<file path="config.mk">
export PLATFORM = sky130hd
export DESIGN_NAME = puf_key_seq
export DESIGN_NICKNAME = d
export VERILOG_FILES = /design/src/rtl/pks_pkg.sv /design/src/rtl/pks_fsm.sv /design/src/rtl/pks_datapath.sv /design/src/rtl/pks_keyreg.sv /design/src/rtl/puf_key_seq.sv
export SDC_FILE = /design/constraint.sdc
export NUM_CORES = 2
export LEC_CHECK = 0
export ABC_AREA = 1
export BUFFER_PORTS_ARGS = -buffer_cell sky130_fd_sc_hd__buf_2
export CAP_MARGIN = 10
export CORE_AREA = 2 2 650 652
export CTS_CLUSTER_SIZE = 24
export DETAILED_ROUTE_END_ITERATION = 12
export DIE_AREA = 0 0 652 654
export GPL_TIMING_DRIVEN = 0
export HOLD_SLACK_MARGIN = 0.02
export PLACE_DENSITY = 0.3
export SETUP_SLACK_MARGIN = 0.05
export SLEW_MARGIN = 20
export SYNTH_ARGS = -nofsm -noshare
export SYNTH_HDL_FRONTEND = slang
export SYNTH_SLANG_ARGS = --single-unit
</file>
<file path="constraint.sdc">
create_clock -name clk -period 1.8 [get_ports clk]
set_input_delay 0.09 -clock clk [delete_from_list [all_inputs] [get_ports clk]]
set_output_delay 0.09 -clock clk [all_outputs]
set_load 0.005 [all_outputs]
</file>
<file path="src/rtl/pks_pkg.sv">
package pks_pkg;
    typedef enum logic [1:0] {
        ST_IDLE = 2'd0,
        ST_HASH = 2'd1,
        ST_PUF  = 2'd2,
        ST_ECC  = 2'd3
    } seq_state_e;
endpackage

</file>
<file path="src/rtl/pks_fsm.sv">
module pks_fsm
    import pks_pkg::*;
(
    input  logic clk,
    input  logic rst_n,
    input  logic req_valid,
    input  logic req_boot,
    input  logic hash_done,
    input  logic puf_done,
    input  logic ecc_done,
    input  logic ecc_fail,
    output logic req_ready,
    output logic busy,
    output logic hash_req,
    output logic puf_req,
    output logic ecc_req,
    output logic accept,
    output logic hash_take,
    output logic puf_take,
    output logic boot_fin,
    output logic key_load,
    output logic key_fail
);
    seq_state_e state_q, state_d;
    logic       boot_q;

    // state register (with the mode latched at acceptance)
    always_ff @(posedge clk) begin
        if (!rst_n) begin
            state_q <= ST_IDLE;
            boot_q  <= 1'b0;
        end else begin
            state_q <= state_d;
            if (accept) boot_q <= req_boot;
        end
    end

    // next state
    always_comb begin
        state_d = state_q;
        unique case (state_q)
            ST_IDLE: if (req_valid) state_d = req_boot ? ST_HASH : ST_PUF;
            ST_HASH: if (hash_done) state_d = ST_PUF;
            ST_PUF:  if (puf_done)  state_d = boot_q ? ST_IDLE : ST_ECC;
            ST_ECC:  if (ecc_done)  state_d = ST_IDLE;
            default: state_d = ST_IDLE;
        endcase
    end

    // outputs
    always_comb begin
        req_ready = 1'b0;
        busy      = 1'b1;
        hash_req  = 1'b0;
        puf_req   = 1'b0;
        ecc_req   = 1'b0;
        accept    = 1'b0;
        hash_take = 1'b0;
        puf_take  = 1'b0;
        boot_fin  = 1'b0;
        key_load  = 1'b0;
        key_fail  = 1'b0;
        unique case (state_q)
            ST_IDLE: begin
                req_ready = 1'b1;
                busy      = 1'b0;
                accept    = req_valid;
            end
            ST_HASH: begin
                hash_req  = 1'b1;
                hash_take = hash_done;
            end
            ST_PUF: begin
                puf_req  = 1'b1;
                puf_take = puf_done && !boot_q;
                boot_fin = puf_done && boot_q;
            end
            ST_ECC: begin
                ecc_req  = 1'b1;
                key_load = ecc_done && !ecc_fail;
                key_fail = ecc_done && ecc_fail;
            end
            default: busy = 1'b0;
        endcase
    end
endmodule

</file>
<file path="src/rtl/pks_datapath.sv">
module pks_datapath #(
    parameter int CHAL_W = 64,
    parameter int RESP_W = 255,
    parameter int KEY_W  = 107
) (
    input  logic                    clk,
    input  logic                    rst_n,
    input  logic                    accept,
    input  logic                    hash_take,
    input  logic                    puf_take,
    input  logic                    boot_fin,
    input  logic                    hash_req,
    input  logic                    puf_req,
    input  logic                    ecc_req,
    input  logic [CHAL_W-1:0]       req_chal,
    input  logic [KEY_W-1:0]        req_acode,
    input  logic [RESP_W-KEY_W-1:0] req_synd,
    input  logic [CHAL_W-1:0]       hash_out,
    input  logic [RESP_W-1:0]       puf_resp,
    output logic [CHAL_W-1:0]       hash_in,
    output logic [CHAL_W-1:0]       puf_chal,
    output logic [RESP_W-1:0]       ecc_resp,
    output logic [RESP_W-KEY_W-1:0] ecc_synd,
    output logic [KEY_W-1:0]        acode_o,
    output logic                    boot_valid,
    output logic [RESP_W-1:0]       boot_resp
);
    localparam int SYND_W = RESP_W - KEY_W;

    logic [CHAL_W-1:0] chal_q;
    logic [RESP_W-1:0] resp_q;
    logic [SYND_W-1:0] synd_q;
    logic [KEY_W-1:0]  acode_q;

    always_ff @(posedge clk) begin
        if (!rst_n) begin
            chal_q     <= '0;
            resp_q     <= '0;
            synd_q     <= '0;
            acode_q    <= '0;
            boot_valid <= 1'b0;
            boot_resp  <= '0;
        end else begin
            if (accept) begin
                chal_q  <= req_chal;
                synd_q  <= req_synd;
                acode_q <= req_acode;
                resp_q  <= '0;
            end
            // the hashed value replaces the pre-challenge
            if (hash_take) chal_q <= hash_out;
            if (puf_take)  resp_q <= puf_resp;
            boot_valid <= boot_fin;
            boot_resp  <= boot_fin ? puf_resp : '0;
        end
    end

    assign hash_in  = hash_req ? chal_q : '0;
    assign puf_chal = puf_req  ? chal_q : '0;
    assign ecc_resp = ecc_req  ? resp_q : '0;
    assign ecc_synd = ecc_req  ? synd_q : '0;
    assign acode_o  = acode_q;
endmodule

</file>
<file path="src/rtl/pks_keyreg.sv">
module pks_keyreg #(
    parameter int KEY_W = 107
) (
    input  logic             clk,
    input  logic             rst_n,
    input  logic             clear,
    input  logic             zeroize,
    input  logic             load,
    input  logic             fail,
    input  logic [KEY_W-1:0] secret,
    input  logic [KEY_W-1:0] acode,
    output logic [KEY_W-1:0] key_q,
    output logic             live_q,
    output logic             key_valid,
    output logic             key_err
);
    always_ff @(posedge clk) begin
        if (!rst_n) begin
            key_q     <= '0;
            live_q    <= 1'b0;
            key_valid <= 1'b0;
            key_err   <= 1'b0;
        end else begin
            key_valid <= 1'b0;
            key_err   <= fail;
            if (zeroize || clear || fail) begin
                key_q  <= '0;
                live_q <= 1'b0;
            end else if (load) begin
                key_q     <= secret ^ acode;
                live_q    <= 1'b1;
                key_valid <= 1'b1;
            end
        end
    end
endmodule

</file>
<file path="src/rtl/puf_key_seq.sv">
module puf_key_seq #(
    parameter int CHAL_W = 64,
    parameter int RESP_W = 255,
    parameter int KEY_W  = 107
) (
    input  logic                    clk,
    input  logic                    rst_n,
    input  logic                    zeroize,
    input  logic                    req_valid,
    output logic                    req_ready,
    input  logic                    req_boot,
    input  logic [CHAL_W-1:0]       req_chal,
    input  logic [KEY_W-1:0]        req_acode,
    input  logic [RESP_W-KEY_W-1:0] req_synd,
    output logic                    busy,
    output logic                    hash_req,
    output logic [CHAL_W-1:0]       hash_in,
    input  logic                    hash_done,
    input  logic [CHAL_W-1:0]       hash_out,
    output logic                    puf_req,
    output logic [CHAL_W-1:0]       puf_chal,
    input  logic                    puf_done,
    input  logic [RESP_W-1:0]       puf_resp,
    output logic                    ecc_req,
    output logic [RESP_W-1:0]       ecc_resp,
    output logic [RESP_W-KEY_W-1:0] ecc_synd,
    input  logic                    ecc_done,
    input  logic                    ecc_fail,
    input  logic [KEY_W-1:0]        ecc_secret,
    output logic                    boot_valid,
    output logic [RESP_W-1:0]       boot_resp,
    output logic                    key_valid,
    output logic                    key_err,
    output logic                    key_live,
    output logic [KEY_W-1:0]        dec_key
);
    logic             accept, hash_take, puf_take, boot_fin, key_load, key_fail;
    logic [KEY_W-1:0] acode;

    pks_fsm u_fsm (
        .clk(clk), .rst_n(rst_n),
        .req_valid(req_valid), .req_boot(req_boot),
        .hash_done(hash_done), .puf_done(puf_done),
        .ecc_done(ecc_done), .ecc_fail(ecc_fail),
        .req_ready(req_ready), .busy(busy),
        .hash_req(hash_req), .puf_req(puf_req), .ecc_req(ecc_req),
        .accept(accept), .hash_take(hash_take), .puf_take(puf_take),
        .boot_fin(boot_fin), .key_load(key_load), .key_fail(key_fail)
    );

    pks_datapath #(.CHAL_W(CHAL_W), .RESP_W(RESP_W), .KEY_W(KEY_W)) u_dp (
        .clk(clk), .rst_n(rst_n),
        .accept(accept), .hash_take(hash_take), .puf_take(puf_take),
        .boot_fin(boot_fin),
        .hash_req(hash_req), .puf_req(puf_req), .ecc_req(ecc_req),
        .req_chal(req_chal), .req_acode(req_acode), .req_synd(req_synd),
        .hash_out(hash_out), .puf_resp(puf_resp),
        .hash_in(hash_in), .puf_chal(puf_chal),
        .ecc_resp(ecc_resp), .ecc_synd(ecc_synd), .acode_o(acode),
        .boot_valid(boot_valid), .boot_resp(boot_resp)
    );

    pks_keyreg #(.KEY_W(KEY_W)) u_key (
        .clk(clk), .rst_n(rst_n),
        .clear(accept), .zeroize(zeroize),
        .load(key_load), .fail(key_fail),
        .secret(ecc_secret), .acode(acode),
        .key_q(dec_key), .live_q(key_live),
        .key_valid(key_valid), .key_err(key_err)
    );
endmodule

</file>
==> results.toml <==
[status]
status = "finished with violations"
violations = "negative setup slack"

[die]
rows = 238
die_w_um = 652
dieArea_mm2 = 0.426
core_mm2 = 0.419
ios = 1656
initial_core_util = 0.0868
dieHeight_um = 654

[flow_run]
drv_cap = 0

[worst_setup_path]
r2r-start = "u_fsm.state_q[0]$_SDFFE_PN0P_"
crit_required_ns = 1.71
r2r-end = "u_dp.chal_q[59]$_SDFFE_PN0P_"
worstPathArrival_ns = 2.47
critical_path_class = "reg2out"
ff2ff_path_depth = 10
r2r_slack_ns = -0.68
cp-end-kind = "output port"
startpoint_type = "flop"
cp_max_fo = 11

[clock_network]
clockRootBuffer = "clkbuf_16"
clk_latency_ns = 0.87
path_clk_slew_ns = 0.06
clock_path_buffers = 4
cts_sinks = 943
h-tree-depth = 4
cts_tree = "done"
cts_buffers = 142

[finish]
area_growth_pct = 91.0
fillers = 48400
drive_above_1_share = 0.302
fin_nets = 8524

[grt]
use_met3 = 0.0502
gr-total-overflow = 0
grt_pass1_wl_mm = 449
grt_use_met2 = 0.269
grt_use_total = 0.159
first_global_vias = 44400
antenna_found_initial = 218
grt.busiest_layer = "met2"
grt_use_met1 = 0.190
grt_max_degree = 12

[placement]
io_buffers = 1654
dp_hpwl_mm = 304
gp_congestion = 0.958
dp_slack_ns = -1.36

[yosys]
syn_area_mm2 = 0.0364
yosysSeqAreaShare = 0.519
yosysMostFrequentCell = "nor2_1"
synthTopCellsByCount = "nor2_1 (1,136), dfxtp_1 (943), inv_1 (732), a21oi_1 (511), nand2_1 (497)"
yosysTopAreaCellShare = 0.519
yosysWarnings = 0
syn_inst = 4937
synth.distinct_cells = 24
ys_ff_latch = 943
ys_async_sr_fraction = 0
ys.flop_type = "dfxtp_1"
synth_edf_count = 0
avgSynthCellArea_um2 = 7.37
synth_top_area_cell = "dfxtp_1"
synth.area.top_cells = "dfxtp_1 (52%), nor2_1 (12%), inv_1 (7.6%)"
syn_nets = 5691

[pwr]
clockPowerShare = 0.370
peakVddDrop_v = 0.000588
power_switching_share = 0.381
power_leakage_nw = 29.6
power_density_mw_per_mm2 = 1120
switchingPower_w = 0.0296
p_seq_frac = 0.327
power_frac_comb = 0.302
internal_power_w = 0.0481

[detailed_routing]
drt-wirelength-per-cell_um = 26.4
vias = 44500
post_drt_via_cell_ratio = 3.30
post-route-drc-count = 0
drtAntennaViolNets = 0
firstDrtPassIters = 5
routed_wl_mm = 355
drt-initial-drc-count = 3135

[sta]
fmax_mhz = 391
clock_skew_ns = 0.0555
worst_pin_slew_ns = 1.09
setup_viol = 1470
rsz0062_at_grt = "true"
fin_ws_ns = -0.759
drv_slew = 0
fin_crit_sh = 1.42
holdWs_ns = 0.104
fin_crit_ns = 2.56
hold_viol_final = 0
relSlewSlack = 0.274

[worst_hold_path]
hp-start = "puf_resp[46]"
holdPathEnd = "u_dp.boot_resp[46]$_SDFF_PN0_"
hold_class = "in2reg"
min_delay_path_depth = 4
through the flow:
step                       util  std cells  instance area (µm²)  setup TNS (ns)  power, W
final                     0.166      13500                69500         -586.06    0.0777
after global routing      0.165      13400                69400         -777.21    0.0818
after CTS                 0.162      13400                68100         -660.28    0.0780
after detailed placement  0.123      12100                51700         -765.72    0.0446
after global placement    0.123      12100                51600        -1265.48    0.0446
after floorplan               -       4937                36400               0    0.0341
cell families (layout without fill, tap and decap cells):
family	Yosys count	in the layout	synth area share
simple gates	1950	1950	0.213
buf+inv	1085	4017	0.124
compound gates	852	852	0.118
xor+xnor	107	107	0.0258
other cells	0	98	0
flops	943	943	0.519
power by group through the flow:
stage | clock [W] | combinational (W) | sequential [W]
final | 0.0288 | 0.0235 | 0.0255
after global routing | 0.0307 | 0.0254 | 0.0257
after CTS | 0.0300 | 0.0225 | 0.0255
after detailed placement | 0 | 0.0187 | 0.0259
after global placement | 0 | 0.0187 | 0.0259
after floorplan | 0 | 0.00915 | 0.0250
final cells by class:
class	instances	area, µm²	area share
Sequential cell	943	18900	0.272
Buffer	346	2450	0.0353
Clock buffer	198	4060	0.0583
Clock inverter	45	547	0.00787
Tap cell	5520	6910	0.0994
Timing Repair Buffer	2691	19400	0.279
Antenna cell	98	245	0.00353
Inverter	737	2780	0.0400
Multi-Input combinational cell	2909	14200	0.205
layout by cell type (no fill, tap or decap), types with 8 or more instances in the layout:
cell,netlist,final
a21oi_1,511,511
buf_12,0,14
buf_2,141,1685
buf_4,21,74
buf_6,23,90
buf_8,0,27
clkbuf_1,161,125
clkbuf_16,0,160
clkbuf_2,1,8
clkbuf_4,0,16
clkbuf_8,0,38
clkinv_2,0,14
dfxtp_1,943,942
diode_2,0,98
dlygate4sd3_1,0,992
inv_1,732,732
inv_6,0,8
nand2_1,497,495
nand3_1,261,261
nor2_1,1136,944
nor2_2,1,63
nor2_4,2,132
nor3_1,45,45
o21a_1,19,19
o21ai_0,322,319
xor2_1,107,107
routing by layer:
metal | part of all wire | up-vias
li1 | - | 21000
met1 | 0.41 | 21100
met2 | 0.47 | 1778
met3 | 0.083 | 525
met4 | 0.037 | 92
met5 | 0.0016 | -
how the worst max path moves through the flow:
stage / start / endpoint / slack [ns]
after floorplan: u_fsm.state_q[1]$_SDFFE_PN0P_ / u_dp.acode_o[55]$_SDFFE_PN0P_ / 0.38
after global placement: u_fsm.state_q[0]$_SDFFE_PN0P_ / ecc_resp[0] / -2.11
after detailed placement: rst_n / u_dp.acode_o[62]$_SDFFE_PN0P_ / -1.36
after CTS: u_fsm.state_q[0]$_SDFFE_PN0P_ / ecc_resp[247] / -0.94
after global routing: u_fsm.state_q[0]$_SDFFE_PN0P_ / ecc_resp[33] / -0.88
final: u_fsm.state_q[0]$_SDFFE_PN0P_ / ecc_resp[114] / -0.76
timing repair:
action / 4_1_cts / 5_1_grt
endpoints found under the setup margin: 1476 / 1473
buffers inserted: 13 / 17
hold buffers: 991 / 1
hold endpoints to repair: 942 / 2
resized for setup: 463 / 320
pin swaps: 10 / 11
cloned: 6 / 4
critical path: stages, from the launching register on:
cell and delay, ns:
dfxtp_2 0.33, buf_8 0.13, nand2_8 0.16, buf_6 0.18, buf_12 0.14, buf_12 0.22
nor2_4 0.14, buf_6 0.15
sequential cells by signal, summed over array words and instances (netlist names):
signal,count
u_fsm.boot_q,1
u_dp.chal_q,64
u_key.key_valid,1
u_fsm.state_q,2
u_key.key_q,107
u_dp.acode_o,107
u_dp.boot_valid,1
u_dp.boot_resp,255
u_key.live_q,1
u_dp.resp_q,255
u_dp.synd_q,148
u_key.key_err,1
No activity file was read; power rests on OpenSTA's default activity.
